**src/rtl/pcm_fsync_pkg.sv**
```systemverilog
package pcm_fsync_pkg;
    typedef enum logic [2:0] {
        ST_M_START = 3'd0,
        ST_M_RUN   = 3'd1,
        ST_S_HUNT  = 3'd2,
        ST_S_ARMED = 3'd3,
        ST_S_TRACK = 3'd4
    } fsync_state_e;
endpackage

```
**src/rtl/pcm_fsync_cfg.sv**
```systemverilog
// Turns the rate code and the sample-rate select into a frame length in bit periods.
module pcm_fsync_cfg #(
    parameter int SLOT_LOG2      = 4,
    parameter int MAX_SLOTS_LOG2 = 4,
    parameter int RATE_W         = 3
) (
    input  logic [RATE_W-1:0]                     rate_code,
    input  logic                                  fs_wide,
    output logic [SLOT_LOG2+MAX_SLOTS_LOG2:0]     frame_len,
    output logic [SLOT_LOG2+MAX_SLOTS_LOG2-1:0]   frame_last
);
    localparam int POS_W = SLOT_LOG2 + MAX_SLOTS_LOG2;
    localparam int LEN_W = POS_W + 1;

    always_comb begin
        int lg;
        lg = int'(rate_code) - int'(fs_wide);
        if (lg < 0)              lg = 0;
        if (lg > MAX_SLOTS_LOG2) lg = MAX_SLOTS_LOG2;
        frame_len  = LEN_W'(1) << (lg + SLOT_LOG2);
        frame_last = POS_W'(frame_len - LEN_W'(1));
    end
endmodule

```
**src/rtl/pcm_fsync_edge.sv**
```systemverilog
// Samples the incoming sync on falling bit-clock edges and flags a new pulse.
module pcm_fsync_edge (
    input  logic clk,
    input  logic rst_n,
    input  logic bit_fall,
    input  logic sync_in,
    output logic pulse_det
);
    logic prev_q;

    always_ff @(posedge clk) begin
        if (!rst_n)        prev_q <= 1'b0;
        else if (bit_fall) prev_q <= sync_in;
    end

    assign pulse_det = bit_fall & sync_in & ~prev_q;
endmodule

```
**src/rtl/pcm_fsync_watch.sv**
```systemverilog
// Counts rising edges since the last detected pulse; expires one edge past a frame.
module pcm_fsync_watch #(
    parameter int CNT_W = 9
) (
    input  logic             clk,
    input  logic             rst_n,
    input  logic             enable,
    input  logic             restart,
    input  logic             bit_rise,
    input  logic [CNT_W-1:0] frame_len,
    output logic             expire
);
    logic [CNT_W-1:0] cnt_q;

    always_ff @(posedge clk) begin
        if (!rst_n || !enable || restart) cnt_q <= '0;
        else if (bit_rise && cnt_q < frame_len) cnt_q <= cnt_q + 1'b1;
    end

    assign expire = enable & ~restart & bit_rise & (cnt_q >= frame_len);
endmodule

```
**src/rtl/pcm_fsync_core.sv**
```systemverilog
module pcm_fsync_core #(
    parameter int SLOT_LOG2      = 4,
    parameter int MAX_SLOTS_LOG2 = 4,
    parameter int RATE_W         = 3,
    parameter int LONG_BITS      = 3
) (
    input  logic                      clk,
    input  logic                      rst_n,
    input  logic                      bit_rise,
    input  logic                      bit_fall,
    input  logic                      role_master,
    input  logic                      sync_long,
    input  logic                      fs_wide,
    input  logic [RATE_W-1:0]         rate_code,
    input  logic                      sync_in,
    output logic                      sync_out,
    output logic                      frame_start,
    output logic [MAX_SLOTS_LOG2-1:0] slot_idx,
    output logic [SLOT_LOG2-1:0]      bit_idx,
    output logic                      lost_sync
);
    import pcm_fsync_pkg::*;

    localparam int POS_W = SLOT_LOG2 + MAX_SLOTS_LOG2;
    localparam int LEN_W = POS_W + 1;

    fsync_state_e     state_q, state_d;
    logic [POS_W-1:0] pos_q, pos_inc, frame_last;
    logic [LEN_W-1:0] frame_len;
    logic             sync_q, fs_q, lost_q;
    logic             pulse_det, expire, watch_en;

    pcm_fsync_cfg #(
        .SLOT_LOG2(SLOT_LOG2), .MAX_SLOTS_LOG2(MAX_SLOTS_LOG2), .RATE_W(RATE_W)
    ) i_cfg (
        .rate_code(rate_code), .fs_wide(fs_wide),
        .frame_len(frame_len), .frame_last(frame_last)
    );

    pcm_fsync_edge i_edge (
        .clk(clk), .rst_n(rst_n), .bit_fall(bit_fall),
        .sync_in(sync_in), .pulse_det(pulse_det)
    );

    assign watch_en = (state_q == ST_S_ARMED) || (state_q == ST_S_TRACK);

    pcm_fsync_watch #(.CNT_W(LEN_W)) i_watch (
        .clk(clk), .rst_n(rst_n), .enable(watch_en), .restart(pulse_det),
        .bit_rise(bit_rise), .frame_len(frame_len), .expire(expire)
    );

    assign pos_inc = (pos_q >= frame_last) ? '0 : pos_q + 1'b1;

    // Next-state logic
    always_comb begin
        state_d = state_q;
        unique case (state_q)
            ST_M_START: begin
                if (!role_master)  state_d = ST_S_HUNT;
                else if (bit_rise) state_d = ST_M_RUN;
            end
            ST_M_RUN: begin
                if (!role_master) state_d = ST_S_HUNT;
            end
            ST_S_HUNT: begin
                if (role_master)    state_d = ST_M_START;
                else if (pulse_det) state_d = sync_long ? ST_S_TRACK : ST_S_ARMED;
            end
            ST_S_ARMED: begin
                if (role_master)   state_d = ST_M_START;
                else if (bit_rise) state_d = ST_S_TRACK;
            end
            ST_S_TRACK: begin
                if (role_master)    state_d = ST_M_START;
                else if (expire)    state_d = ST_S_HUNT;
                else if (pulse_det) state_d = sync_long ? ST_S_TRACK : ST_S_ARMED;
            end
            default: state_d = ST_S_HUNT;
        endcase
    end

    // State register
    always_ff @(posedge clk) begin
        if (!rst_n) state_q <= ST_M_START;
        else        state_q <= role_master ? state_d :
                               ((state_q == ST_M_START) ? ST_S_HUNT : state_d);
    end

    // Output and position registers
    always_ff @(posedge clk) begin
        if (!rst_n) begin
            pos_q  <= '0;
            sync_q <= 1'b0;
            fs_q   <= 1'b0;
            lost_q <= 1'b0;
        end else begin
            fs_q <= 1'b0;
            unique case (state_d)
                ST_M_START: begin
                    pos_q  <= '0;
                    sync_q <= 1'b0;
                    lost_q <= 1'b0;
                end
                ST_M_RUN: begin
                    lost_q <= 1'b0;
                    if (state_q == ST_M_START) begin
                        pos_q  <= '0;
                        fs_q   <= 1'b1;
                        sync_q <= sync_long;
                    end else if (bit_rise) begin
                        pos_q  <= pos_inc;
                        fs_q   <= (pos_inc == '0);
                        sync_q <= sync_long ? (pos_inc < POS_W'(LONG_BITS))
                                            : (pos_inc == frame_last);
                    end
                end
                ST_S_HUNT: begin
                    pos_q  <= '0;
                    sync_q <= 1'b0;
                    if (expire) lost_q <= 1'b1;
                end
                ST_S_ARMED: begin
                    sync_q <= 1'b0;
                end
                ST_S_TRACK: begin
                    sync_q <= 1'b0;
                    if (state_q == ST_S_ARMED || pulse_det) begin
                        pos_q  <= '0;
                        fs_q   <= 1'b1;
                        lost_q <= 1'b0;
                    end else if (bit_rise) begin
                        pos_q <= pos_inc;
                    end
                end
                default: begin
                    pos_q  <= '0;
                    sync_q <= 1'b0;
                end
            endcase
        end
    end

    assign sync_out    = sync_q;
    assign frame_start = fs_q;
    assign lost_sync   = lost_q;
    assign slot_idx    = pos_q[POS_W-1:SLOT_LOG2];
    assign bit_idx     = pos_q[SLOT_LOG2-1:0];
endmodule

```
**config.mk**
```make
export PLATFORM = sky130hd
export DESIGN_NAME = pcm_fsync_core
export DESIGN_NICKNAME = d
export VERILOG_FILES = /design/src/rtl/pcm_fsync_pkg.sv /design/src/rtl/pcm_fsync_cfg.sv /design/src/rtl/pcm_fsync_edge.sv /design/src/rtl/pcm_fsync_watch.sv /design/src/rtl/pcm_fsync_core.sv
export SDC_FILE = /design/constraint.sdc
export NUM_CORES = 1
export LEC_CHECK = 0
export ABC_CLOCK_PERIOD_IN_PS = 9350
export CAP_MARGIN = 10
export CORE_ASPECT_RATIO = 2
export CORE_MARGIN = 2
export CORE_UTILIZATION = 35
export CTS_BUF_LIST = sky130_fd_sc_hd__clkbuf_16
export DETAILED_ROUTE_END_ITERATION = 7
export PLACE_DENSITY = 0.52
export SYNTH_ARGS = -nofsm -noshare
export SYNTH_HDL_FRONTEND = slang
export SYNTH_SLANG_ARGS = --single-unit
```
**constraint.sdc**
```tcl
create_clock -name clk -period 9.35 [get_ports clk]
set_input_delay 1.87 -clock clk [delete_from_list [all_inputs] [get_ports clk]]
set_output_delay 1.87 -clock clk [all_outputs]
set_load 0.005 [all_outputs]
```
* Word-level counts from Yosys, hierarchy flattened
Index checks and enable logic that the tools add are counted.
Cells by class: equal/unequal tests 11, add/subtract/negate cells 5, mux-type cells 30, shift-type cells 1, reduce and logical (&&, ||, !) cells 15, magnitude comparators 6, bitwise gates (word level) 7
Operators with widths (number):
- $mux W32 | 2
- $mux W3 | 12
- $add A32 B4 Y32 const B | 1
- $gt A32 B4 Y1 const B | 1
- $lt A32 B1 Y1 const B | 1
- $mux W8 | 4
- $shl A1 B32 Y9 const A | 1
- $pmux W8 S3 | 1
- $pmux W3 S5 | 1
- $eq A3 B2 Y1 const B | 4
- $add A9 B1 Y9 const B | 1
- $ge A9 B9 Y1 | 1
- $lt A9 B9 Y1 | 1
- $add A8 B1 Y8 const B | 1
- $eq A8 B8 Y1 | 1
- $ge A8 B8 Y1 | 1
- $logic_not A8 Y1 | 1
- $lt A8 B2 Y1 const B | 1
- $mux W1 | 8
- $sub A8 B1 Y8 const B | 1
- $eq A3 B1 Y1 const B | 2
- $eq A3 B3 Y1 const B | 2
- $logic_not A3 Y1 | 2
- $and A1 B1 Y1 | 5
- other kinds (13) | 19
Storage, ports and cells: output and inout port bits 11, register bits 24

* Depth between registers and ports, before layout
Gate-level depths: netlist of run 1.
word-level depth 16, depth in mapped cells 14, depth with buffers taken out 14

* By module
A second synthesis of run 1 with hierarchy kept.
Unflattened totals: cells, all modules 319, area, all modules 2386.0 um2
By module, submodules not included:
- pcm_fsync_core | area an instance 1437.6 um2, times used 1, cells each 193
- pcm_fsync_watch | area an instance 670.6 um2, times used 1, cells each 87
- pcm_fsync_cfg | area an instance 236.5 um2, times used 1, cells each 34
- pcm_fsync_edge | area an instance 41.3 um2, times used 1, cells each 5

* Least setup slack after synthesis of run 1
OpenSTA, ideal clock, no wires.
path kind in2reg, start input port rate_code[0], end register pos_q[3], data arrival time 4669 ps, data required time 9228 ps, path buffers 0, setup time 122 ps, cell stages on the path 13, path slack 4560 ps, path through inv_1 ha_1 ha_1 nor3_1 a21oi_1 or3b_2 ha_1 a21oi_1 o21ai_0 o21a_1 a221o_1 o221a_4 a221o_1
Between the ends: word-level cells in the longest chain between the ends 14, elaborated cells between the ends (all ways) 22, classes of those cells add/sub: 3; order compare: 4; eq/ne: 3; shift: 1; mux: 10; bitwise: 1
RTL lines:
- start: declaration | RTL line pcm_fsync_core.sv:14 | input logic [RATE_W-1:0] rate_code,
- $sub A3 B1 Y4 (*) | RTL line pcm_fsync_cfg.sv:17 | lg = int'(rate_code) - int'(fs_wide);
- $lt A32 B1 Y1 | RTL line pcm_fsync_cfg.sv:18 | if (lg < 0) lg = 0;
- $mux W32 (*) | RTL line pcm_fsync_cfg.sv:18
- $gt A32 B4 Y1 | RTL line pcm_fsync_cfg.sv:19 | if (lg > MAX_SLOTS_LOG2) lg = MAX_SLOTS_LOG2;
- $mux W32 (*) | RTL line pcm_fsync_cfg.sv:19
- $add A32 B4 Y32 (*) | RTL line pcm_fsync_cfg.sv:20 | frame_len = LEN_W'(1) << (lg + SLOT_LOG2);
- $shl A1 B32 Y9 (*) | RTL line pcm_fsync_cfg.sv:20
- parallel branches: the longest is 7 deep, another holds $sub A8 B1 Y8
- end signal: assignment | RTL line pcm_fsync_core.sv:111 | pos_q <= pos_inc;
- end signal: assignment | RTL line pcm_fsync_core.sv:132 | pos_q <= pos_inc;
- end: declaration | RTL line pcm_fsync_core.sv:28 | logic [POS_W-1:0] pos_q, pos_inc, frame_last;
Every way passes the cells marked *. A chain may end at the register's enable or synchronous reset.

* Worst setup path after layout of run 1
Ends and elaborated chain as after synthesis.

==> metrics.txt, run 1 <==
# TYPE chip_impl_metric gauge
chip_impl_info{name="run_status",value="finished clean"} 1
chip_impl_metric{name="design.die.area",unit="sq mm"} 0.006468
chip_impl_metric{name="antenna_found_initial",unit=""} 0
chip_impl_info{name="startpoint_type",value="input pin"} 1
chip_impl_metric{name="number_of_vias_per_cell_after_detailed_routing",unit=""} 5.732
chip_impl_metric{name="worst-slew-pin-transition",unit="ns"} 0.5948
chip_impl_info{name="synthTopCellsByArea",value="dfxtp_1, ha_1, nor2_1, xnor2_1, xor2_1"} 1
chip_impl_metric{name="routabilityCongestion",unit=""} 0.8813
chip_impl_metric{name="async_flop_share",unit=""} 0
chip_impl_metric{name="required_time_worst_endpoint",unit="ns"} 9.50
chip_impl_metric{name="postCtsSetupBuffers",unit=""} 0
chip_impl_info{name="worstReg2RegEnd",value="pos_q[4]$_SDFFE_PN0P_"} 1
chip_impl_metric{name="cts_htree_levels",unit=""} 1
chip_impl_metric{name="wire_per_inst",unit="um"} 16.45
chip_impl_metric{name="slew-limit-headroom",unit=""} 0.6018
chip_impl_info{name="netlist.top_cell.by_area",value="dfxtp_1"} 1
chip_impl_info{name="cts_root_buf",value="clkbuf_16"} 1
chip_impl_metric{name="period_needed",unit="ns"} 5.295
chip_impl_metric{name="drtIter0Drc",unit=""} 67
chip_impl_metric{name="worst_ir_drop_vdd",unit="mV"} 0.09302
chip_impl_info{name="hold_path.startpoint",value="i_watch.cnt_q[8]$_SDFFE_PP0P_"} 1
chip_impl_metric{name="syn_inst",unit=""} 242
chip_impl_metric{name="finalMaxSlewViolations",unit=""} 0
chip_impl_info{name="layout_commonest_cell",value="nor2_1"} 1
chip_impl_metric{name="ys_seq_elements",unit=""} 24
chip_impl_info{name="min-delay-path-class",value="flop to flop"} 1
chip_impl_metric{name="crit_arrival",unit="ns"} 5.45
chip_impl_info{name="rsz0062_at_grt",value="no"} 1
chip_impl_metric{name="pin_count_of_the_biggest_net_entering_global_routing",unit=""} 15
chip_impl_metric{name="routed_wire_length",unit="mm"} 5.282
chip_impl_metric{name="design.core.area",unit="sq mm"} 0.005660
chip_impl_info{name="critPathCaptureType",value="flop"} 1
chip_impl_metric{name="final_min_period_over_clock_period",unit=""} 0.5663
chip_impl_metric{name="cellLeakagePower",unit="uW"} 0.0009212
chip_impl_metric{name="r2r_slack",unit="ns"} 6.79
chip_impl_metric{name="cts-buffers-inserted",unit=""} 3
chip_impl_metric{name="placement.io_buffers",unit=""} 21
chip_impl_metric{name="grt_pass1_vias",unit=""} 1847
chip_impl_info{name="top_library_cells_by_usage_in_the_layout_fill_and_taps_aside",value="nor2_1, dfxtp_1, clkdlybuf4s50_1, ha_1, a21oi_1"} 1
chip_impl_metric{name="worstPathMaxFanout",unit=""} 7
chip_impl_metric{name="areaGrowthSynthToFinish",unit="%"} 16.87
chip_impl_info{name="postSynth.topFlopCell",value="dfxtp_1"} 1
chip_impl_metric{name="yosys.cell_types.count",unit=""} 62
chip_impl_metric{name="synth.top_cell.area_share",unit=""} 0.2365
chip_impl_info{name="worst_path_most_repeated_cell",value="ha_1"} 1
chip_impl_metric{name="synth_warnings",unit=""} 0
chip_impl_metric{name="setup_total_negative_slack",unit="ns"} 0
chip_impl_metric{name="critPathMaxStageDelay",unit="ns"} 0.46
chip_impl_metric{name="drv.max_cap_violation_count",unit=""} 0
chip_impl_metric{name="hold_viol_final",unit=""} 0
chip_impl_metric{name="post_route_cells_drive_above_1_share",unit=""} 0.06538
chip_impl_metric{name="nets",unit=""} 290
chip_impl_metric{name="floorplan.die.width",unit="um"} 57.88
chip_impl_metric{name="hpwlAfterDp",unit="mm"} 4.268
chip_impl_metric{name="post_cts_resized",unit=""} 0
chip_impl_metric{name="filler_cell_count",unit=""} 587
chip_impl_metric{name="design.portCount",unit=""} 22
chip_impl_info{name="rr_startpoint",value="pos_q[0]$_SDFFE_PN0P_"} 1
chip_impl_metric{name="syn_avg_cell_area",unit="sq um"} 8.396
chip_impl_metric{name="vias",unit=""} 1840
chip_impl_info{name="critical_path.cell_chain",value="clkdlybuf4s50_1 -> inv_1 -> ha_1 -> ha_1 -> nor3_1 -> a21oi_1 -> or3b_2 -> ha_1 -> a21oi_1 -> o21ai_0 -> o21ai_0 -> a22oi_1 -> nor2_1 -> a221o_1"} 1
chip_impl_metric{name="cts-hold-fix-buffers",unit=""} 0
chip_impl_info{name="slowest_stage",value="or3b_2"} 1
chip_impl_metric{name="syn-cell-area",unit="sq mm"} 0.002032
chip_impl_info{name="timing.critical_path.to",value="pos_q[3]$_SDFFE_PN0P_"} 1
chip_impl_metric{name="clk_pin_slew",unit="ns"} 0.07
chip_impl_metric{name="grt_pass1_wl",unit="mm"} 8.852
chip_impl_metric{name="clock_sink_count",unit=""} 24
chip_impl_metric{name="ant_nets",unit=""} 0
chip_impl_metric{name="fmaxAchievable",unit="MHz"} 188.9
chip_impl_metric{name="cellPowerDensity",unit="mW/mm^2"} 115.8
chip_impl_metric{name="gr-usage-all-layers",unit=""} 0.1747
chip_impl_metric{name="antenna-diode-count",unit=""} 0
chip_impl_metric{name="grt-ovfl-total",unit=""} 0
chip_impl_metric{name="initial_core_util",unit=""} 0.3590
chip_impl_metric{name="report.power.total",unit="uW"} 275.0
chip_impl_metric{name="synth_edf_count",unit=""} 0
chip_impl_metric{name="synth-seq-area-share",unit=""} 0.2365
chip_impl_info{name="setup_crit_start",value="rate_code[0]"} 1
chip_impl_metric{name="setup_viol",unit=""} 0
chip_impl_metric{name="worstRegToRegCells",unit=""} 7
chip_impl_metric{name="final.setup_skew",unit="ns"} 0.005113
chip_impl_info{name="tritoncts_clock_tree",value="done"} 1
chip_impl_metric{name="die_height",unit="um"} 111.8
chip_impl_metric{name="clock_insertion_delay_worst_skew",unit="ns"} 0.26
chip_impl_metric{name="drt_pass1_iterations",unit=""} 4
chip_impl_metric{name="drc",unit=""} 0
chip_impl_metric{name="core.rowCount",unit=""} 39
chip_impl_info{name="critPathKind",value="input pin to flop"} 1
chip_impl_metric{name="cts.path.max_buffers",unit=""} 2
==> logic make-up (layout without fill, tap and decap cells) <==
group	count (synthesis)	in the layout	share of synthesized area
AND/OR/NAND/NOR	103	103	0.2919
other	2	4	0.003696
buffers and inverters	20	36	0.04802
adder cells (fa/ha/maj)	18	18	0.1108
AO/OA/AOI/OAI	52	52	0.1860
multiplexers	4	4	0.02032
XOR/XNOR	19	19	0.1028
flip-flops	24	24	0.2365
==> cell usage after synthesis (3+ instances only) <==
| library cell | number |
|---|---|
| nand3_1 | 9 |
| buf_2 | 5 |
| nor3b_1 | 3 |
| xor2_1 | 8 |
| ha_1 | 18 |
| nor3_1 | 5 |
| o21a_1 | 5 |
| a21oi_1 | 12 |
| xnor2_1 | 8 |
| a211oi_1 | 3 |
| inv_1 | 11 |
| mux2i_1 | 3 |
| dfxtp_1 | 24 |
| a221o_1 | 3 |
| o2bb2ai_1 | 3 |
| nand2b_1 | 3 |
| nand4_1 | 8 |
| nor2_1 | 25 |
| o21ai_0 | 8 |
| nand2_1 | 10 |
| nor2b_1 | 7 |
| and2_1 | 3 |
| or3_1 | 5 |
==> worst max-delay path, delay by kind of cell <==
family,cells,cell delay (ns)
fa+ha+maj,3,0.76
buf+inv,2,0.49
simple gates,3,0.85
compound gates,6,1.47
==> sequential cells by signal, indices dropped and copies added, names as in the netlist <==
name	count
frame_start	1
i_watch.cnt_q	9
pos_q	8
sync_out	1
i_edge.prev_q	1
state_q	3
lost_sync	1
==> final cells by class <==
class / count / area (sq um) / area share
Multi-Input combinational cell: 200 / 1461 / 0.6154
Sequential cell: 24 / 480.5 / 0.2023
Timing Repair Buffer: 21 / 210.2 / 0.08851
Tap cell: 61 / 76.32 / 0.03214
Clock buffer: 3 / 75.07 / 0.03161
Inverter: 11 / 41.29 / 0.01739
Clock inverter: 1 / 30.03 / 0.01264
==> per-layer routing <==
metal	up-vias	share of wire	track usage
met1	884	0.37	0.1716
li1	917	-	-
met5	-	0	0
met4	0	0.038	0.08217
met3	12	0.019	0.02207
met2	27	0.57	0.3386
==> report_power, final <==
| group | internal, uW | leakage [uW] | switching (uW) |
|---|---|---|---|
| Sequential | 103 | 0.000194 | 1.39 |
| Combinational | 21.2 | 0.000676 | 23.3 |
| Clock | 85.2 | 0.0000511 | 40.6 |
==> through the flow <==
| stage | worst slack, ns | hold slack, ns | instances | area [sq um] | utilization |
|---|---|---|---|---|---|
| floorplan | 4.560 | 0.4900 | 244 | 2039 | - |
| global placement | 3.894 | 0.5235 | 317 | 2270 | 0.4010 |
| detailed placement | 3.758 | 0.5265 | 317 | 2270 | 0.4010 |
| CTS | 4.035 | 0.5434 | 321 | 2375 | 0.4195 |
| global route | 3.769 | 0.5778 | 321 | 2375 | 0.4195 |
| finish | 4.055 | 0.5286 | 321 | 2375 | 0.4195 |
==> how the worst min path moves through the flow <==
stage                                          endpoint  depth (start not counted)
after detailed placement  i_watch.cnt_q[8]$_SDFFE_PP0P_                          2
after global routing      i_watch.cnt_q[8]$_SDFFE_PP0P_                          2
after global placement    i_watch.cnt_q[8]$_SDFFE_PP0P_                          2
after floorplan           i_watch.cnt_q[8]$_SDFFE_PP0P_                          2
after CTS                 i_watch.cnt_q[8]$_SDFFE_PP0P_                          2
final                     i_watch.cnt_q[8]$_SDFFE_PP0P_                          2
(Power assumes the default switching activity.)
==> run 2: changes to the inputs <==
--- a/config.mk
+++ b/config.mk
@@ -5,14 +5,14 @@
 export SDC_FILE = /design/constraint.sdc
 export NUM_CORES = 1
 export LEC_CHECK = 0
-export ABC_CLOCK_PERIOD_IN_PS = 9350
+export ABC_CLOCK_PERIOD_IN_PS = 4600
 export CAP_MARGIN = 10
 export CORE_ASPECT_RATIO = 2
 export CORE_MARGIN = 2
 export CORE_UTILIZATION = 35
 export CTS_BUF_LIST = sky130_fd_sc_hd__clkbuf_16
 export DETAILED_ROUTE_END_ITERATION = 7
-export PLACE_DENSITY = 0.52
+export PLACE_DENSITY = 0.54
 export SYNTH_ARGS = -nofsm -noshare
 export SYNTH_HDL_FRONTEND = slang
 export SYNTH_SLANG_ARGS = --single-unit
==> constraint.sdc (replaced) <==
create_clock -name clk -period 4.6 [get_ports clk]
set_input_delay 0.92 -clock clk [delete_from_list [all_inputs] [get_ports clk]]
set_output_delay 0.92 -clock clk [all_outputs]
set_load 0.005 [all_outputs]
==> run 2 against run 1 <==
  * Worst setup slack lost 3.6 ns
  * Largest cell class unchanged
  * Routed wire length shrank 4.9%
  * Global-route usage down 1.2 points
  * Highest routed layer unchanged
  * Die area is the same
  * Critical path type unchanged
==> metrics.txt, run 2 (synthesis gave the netlist of run 1 again) <==
# TYPE chip_impl_metric gauge
chip_impl_metric{name="final_min_period_over_clock_period",unit=""} 0.9005
chip_impl_metric{name="cts.path.max_buffers",unit=""} 2
chip_impl_metric{name="cellLeakagePower",unit="uW"} 0.0009274
chip_impl_metric{name="die_height",unit="um"} 111.8
chip_impl_metric{name="initial_core_util",unit=""} 0.3590
chip_impl_metric{name="period_needed",unit="ns"} 4.142
chip_impl_metric{name="drv.max_cap_violation_count",unit=""} 0
chip_impl_metric{name="routabilityCongestion",unit=""} 0.8270
chip_impl_metric{name="cellPowerDensity",unit="mW/mm^2"} 210.3
chip_impl_metric{name="nets",unit=""} 294
chip_impl_metric{name="antenna-diode-count",unit=""} 0
chip_impl_metric{name="placement.io_buffers",unit=""} 21
chip_impl_metric{name="cts-buffers-inserted",unit=""} 3
chip_impl_metric{name="design.portCount",unit=""} 22
chip_impl_metric{name="routed_wire_length",unit="mm"} 5.023
chip_impl_metric{name="fmaxAchievable",unit="MHz"} 241.4
chip_impl_metric{name="final.hold.worst_slack",unit="ns"} 0.5340
chip_impl_info{name="tritoncts_clock_tree",value="done"} 1
chip_impl_info{name="startpoint_type",value="input pin"} 1
chip_impl_metric{name="placement.setup.worst_slack",unit="ns"} 0.1569
chip_impl_metric{name="hpwlAfterDp",unit="mm"} 4.079
chip_impl_metric{name="timing.final.ws_setup",unit="ns"} 0.4578
chip_impl_info{name="largest_register",value="i_watch.cnt_q"} 1
chip_impl_metric{name="post_cts_resized",unit=""} 0
chip_impl_metric{name="grt_pass1_wl",unit="mm"} 8.404
chip_impl_metric{name="crit_arrival",unit="ns"} 4.29
chip_impl_metric{name="antenna_found_initial",unit=""} 0
chip_impl_metric{name="largest_reg_flops",unit=""} 9
chip_impl_metric{name="areaGrowthSynthToFinish",unit="%"} 17.06
chip_impl_metric{name="grt_pass1_vias",unit=""} 1834
chip_impl_metric{name="final.setup_skew",unit="ns"} 0.004468
chip_impl_info{name="layout_commonest_cell",value="nor2_1"} 1
chip_impl_metric{name="gr-usage-all-layers",unit=""} 0.1632
chip_impl_metric{name="clk_pin_slew",unit="ns"} 0.07
chip_impl_info{name="rsz0062_at_grt",value="no"} 1
chip_impl_metric{name="required_time_worst_endpoint",unit="ns"} 4.75
chip_impl_metric{name="design.core.area",unit="sq mm"} 0.005660
chip_impl_metric{name="drt_pass1_iterations",unit=""} 4
chip_impl_metric{name="setup_total_negative_slack",unit="ns"} 0
chip_impl_metric{name="ant_nets",unit=""} 0
chip_impl_metric{name="design.die.area",unit="sq mm"} 0.006468
chip_impl_metric{name="vias",unit=""} 1841
chip_impl_metric{name="report.power.total",unit="uW"} 500.3
chip_impl_info{name="critPathKind",value="input pin to flop"} 1
chip_impl_metric{name="number_of_vias_per_cell_after_detailed_routing",unit=""} 5.665
chip_impl_metric{name="pin_count_of_the_biggest_net_entering_global_routing",unit=""} 14
chip_impl_metric{name="finalMaxSlewViolations",unit=""} 0
chip_impl_metric{name="post_route_cells_drive_above_1_share",unit=""} 0.07576
chip_impl_info{name="cts_root_buf",value="clkbuf_16"} 1
chip_impl_metric{name="cts_htree_levels",unit=""} 1
chip_impl_metric{name="floorplan.die.width",unit="um"} 57.88
chip_impl_metric{name="wire_per_inst",unit="um"} 15.46
chip_impl_metric{name="r2r_slack",unit="ns"} 2.09
chip_impl_metric{name="clock_sink_count",unit=""} 24
chip_impl_info{name="critPathCaptureType",value="flop"} 1
chip_impl_metric{name="cts-hold-fix-buffers",unit=""} 0
chip_impl_info{name="run_status",value="finished clean"} 1
chip_impl_metric{name="drc",unit=""} 0
chip_impl_metric{name="grt-ovfl-total",unit=""} 0
chip_impl_metric{name="hold_viol_final",unit=""} 0
chip_impl_metric{name="place_inst",unit=""} 321
chip_impl_metric{name="drtIter0Drc",unit=""} 48
chip_impl_info{name="top_library_cells_by_usage_in_the_layout_fill_and_taps_aside",value="nor2_1, dfxtp_1, clkdlybuf4s50_1, ha_1, a21oi_1"} 1
chip_impl_metric{name="postCtsSetupBuffers",unit=""} 0
chip_impl_metric{name="final_cells",unit=""} 325
chip_impl_metric{name="filler_cell_count",unit=""} 594
chip_impl_metric{name="setup_viol",unit=""} 0
chip_impl_info{name="min-delay-path-class",value="flop to flop"} 1
chip_impl_metric{name="core.rowCount",unit=""} 39
chip_impl_info{name="reg.largest.list",value="i_watch.cnt_q (9), pos_q (8), state_q (3)"} 1
chip_impl_metric{name="worstPathMaxFanout",unit=""} 8
chip_impl_metric{name="clock_insertion_delay_worst_skew",unit="ns"} 0.26
chip_impl_metric{name="worst_ir_drop_vdd",unit="mV"} 0.1859
-- run 2: layout make-up --
class,instances,area [sq um],area share
inverters,11,41.29,0.01736
multi-input cells,200,1461,0.6144
clock buffers,3,75.07,0.03156
clock inverters,1,3.754,0.001578
repair buffers,25,240.2,0.1010
well taps,61,76.32,0.03209
flip-flops and latches,24,480.5,0.2020
-- run 2: where the power goes --
part,internal [uW],switching (uW),total (uW)
Clock,116,78.3,195
Sequential,210,2.88,213
Combinational,45.7,47.0,92.7
Total,372,128,500
-- run 2: stage by stage --
| step | cell area (sq um) | util |
|---|---|---|
| 5_1_grt | 2379 | 0.4202 |
| 6_report | 2379 | 0.4202 |
| 4_1_cts | 2379 | 0.4202 |
| 2_1_floorplan | 2039 | - |
| 3_5_place_dp | 2300 | 0.4063 |
| 3_3_place_gp | 2300 | 0.4063 |
-- run 2: critical path: stages --
cell             delay (ns)
clkdlybuf4s50_1        0.45
inv_1                  0.04
ha_1                   0.19
ha_1                   0.19
nor3_1                 0.17
a21oi_1                0.09
or3b_2                 0.46
ha_1                   0.30
a21oi_1                0.12
o21ai_0                0.16
o21a_1                 0.24
a221o_1                0.31
o221a_4                0.31
a221o_1                0.34
-- run 2: path summary, 6_finish.rpt --
path / endpoint / depth (start not counted) / start
worst max-delay path: pos_q[3]$_SDFFE_PN0P_ / 14 / rate_code[0]
worst max register to register: pos_q[4]$_SDFFE_PN0P_ / 7 / pos_q[0]$_SDFFE_PN0P_
worst min-delay path: i_watch.cnt_q[8]$_SDFFE_PP0P_ / 2 / i_watch.cnt_q[8]$_SDFFE_PP0P_
worst min register to register: i_watch.cnt_q[8]$_SDFFE_PP0P_ / 2 / i_watch.cnt_q[8]$_SDFFE_PP0P_
-- run 2: metal layers --
| metal | wire, um | GRT usage | up-vias |
|---|---|---|---|
| met5 | 0 | 0 | - |
| met4 | 214 | 0.08992 | 0 |
| met3 | 82 | 0.01510 | 14 |
| met2 | 2801 | 0.3076 | 29 |
| met1 | 1924 | 0.1658 | 870 |
| li1 | - | - | 928 |
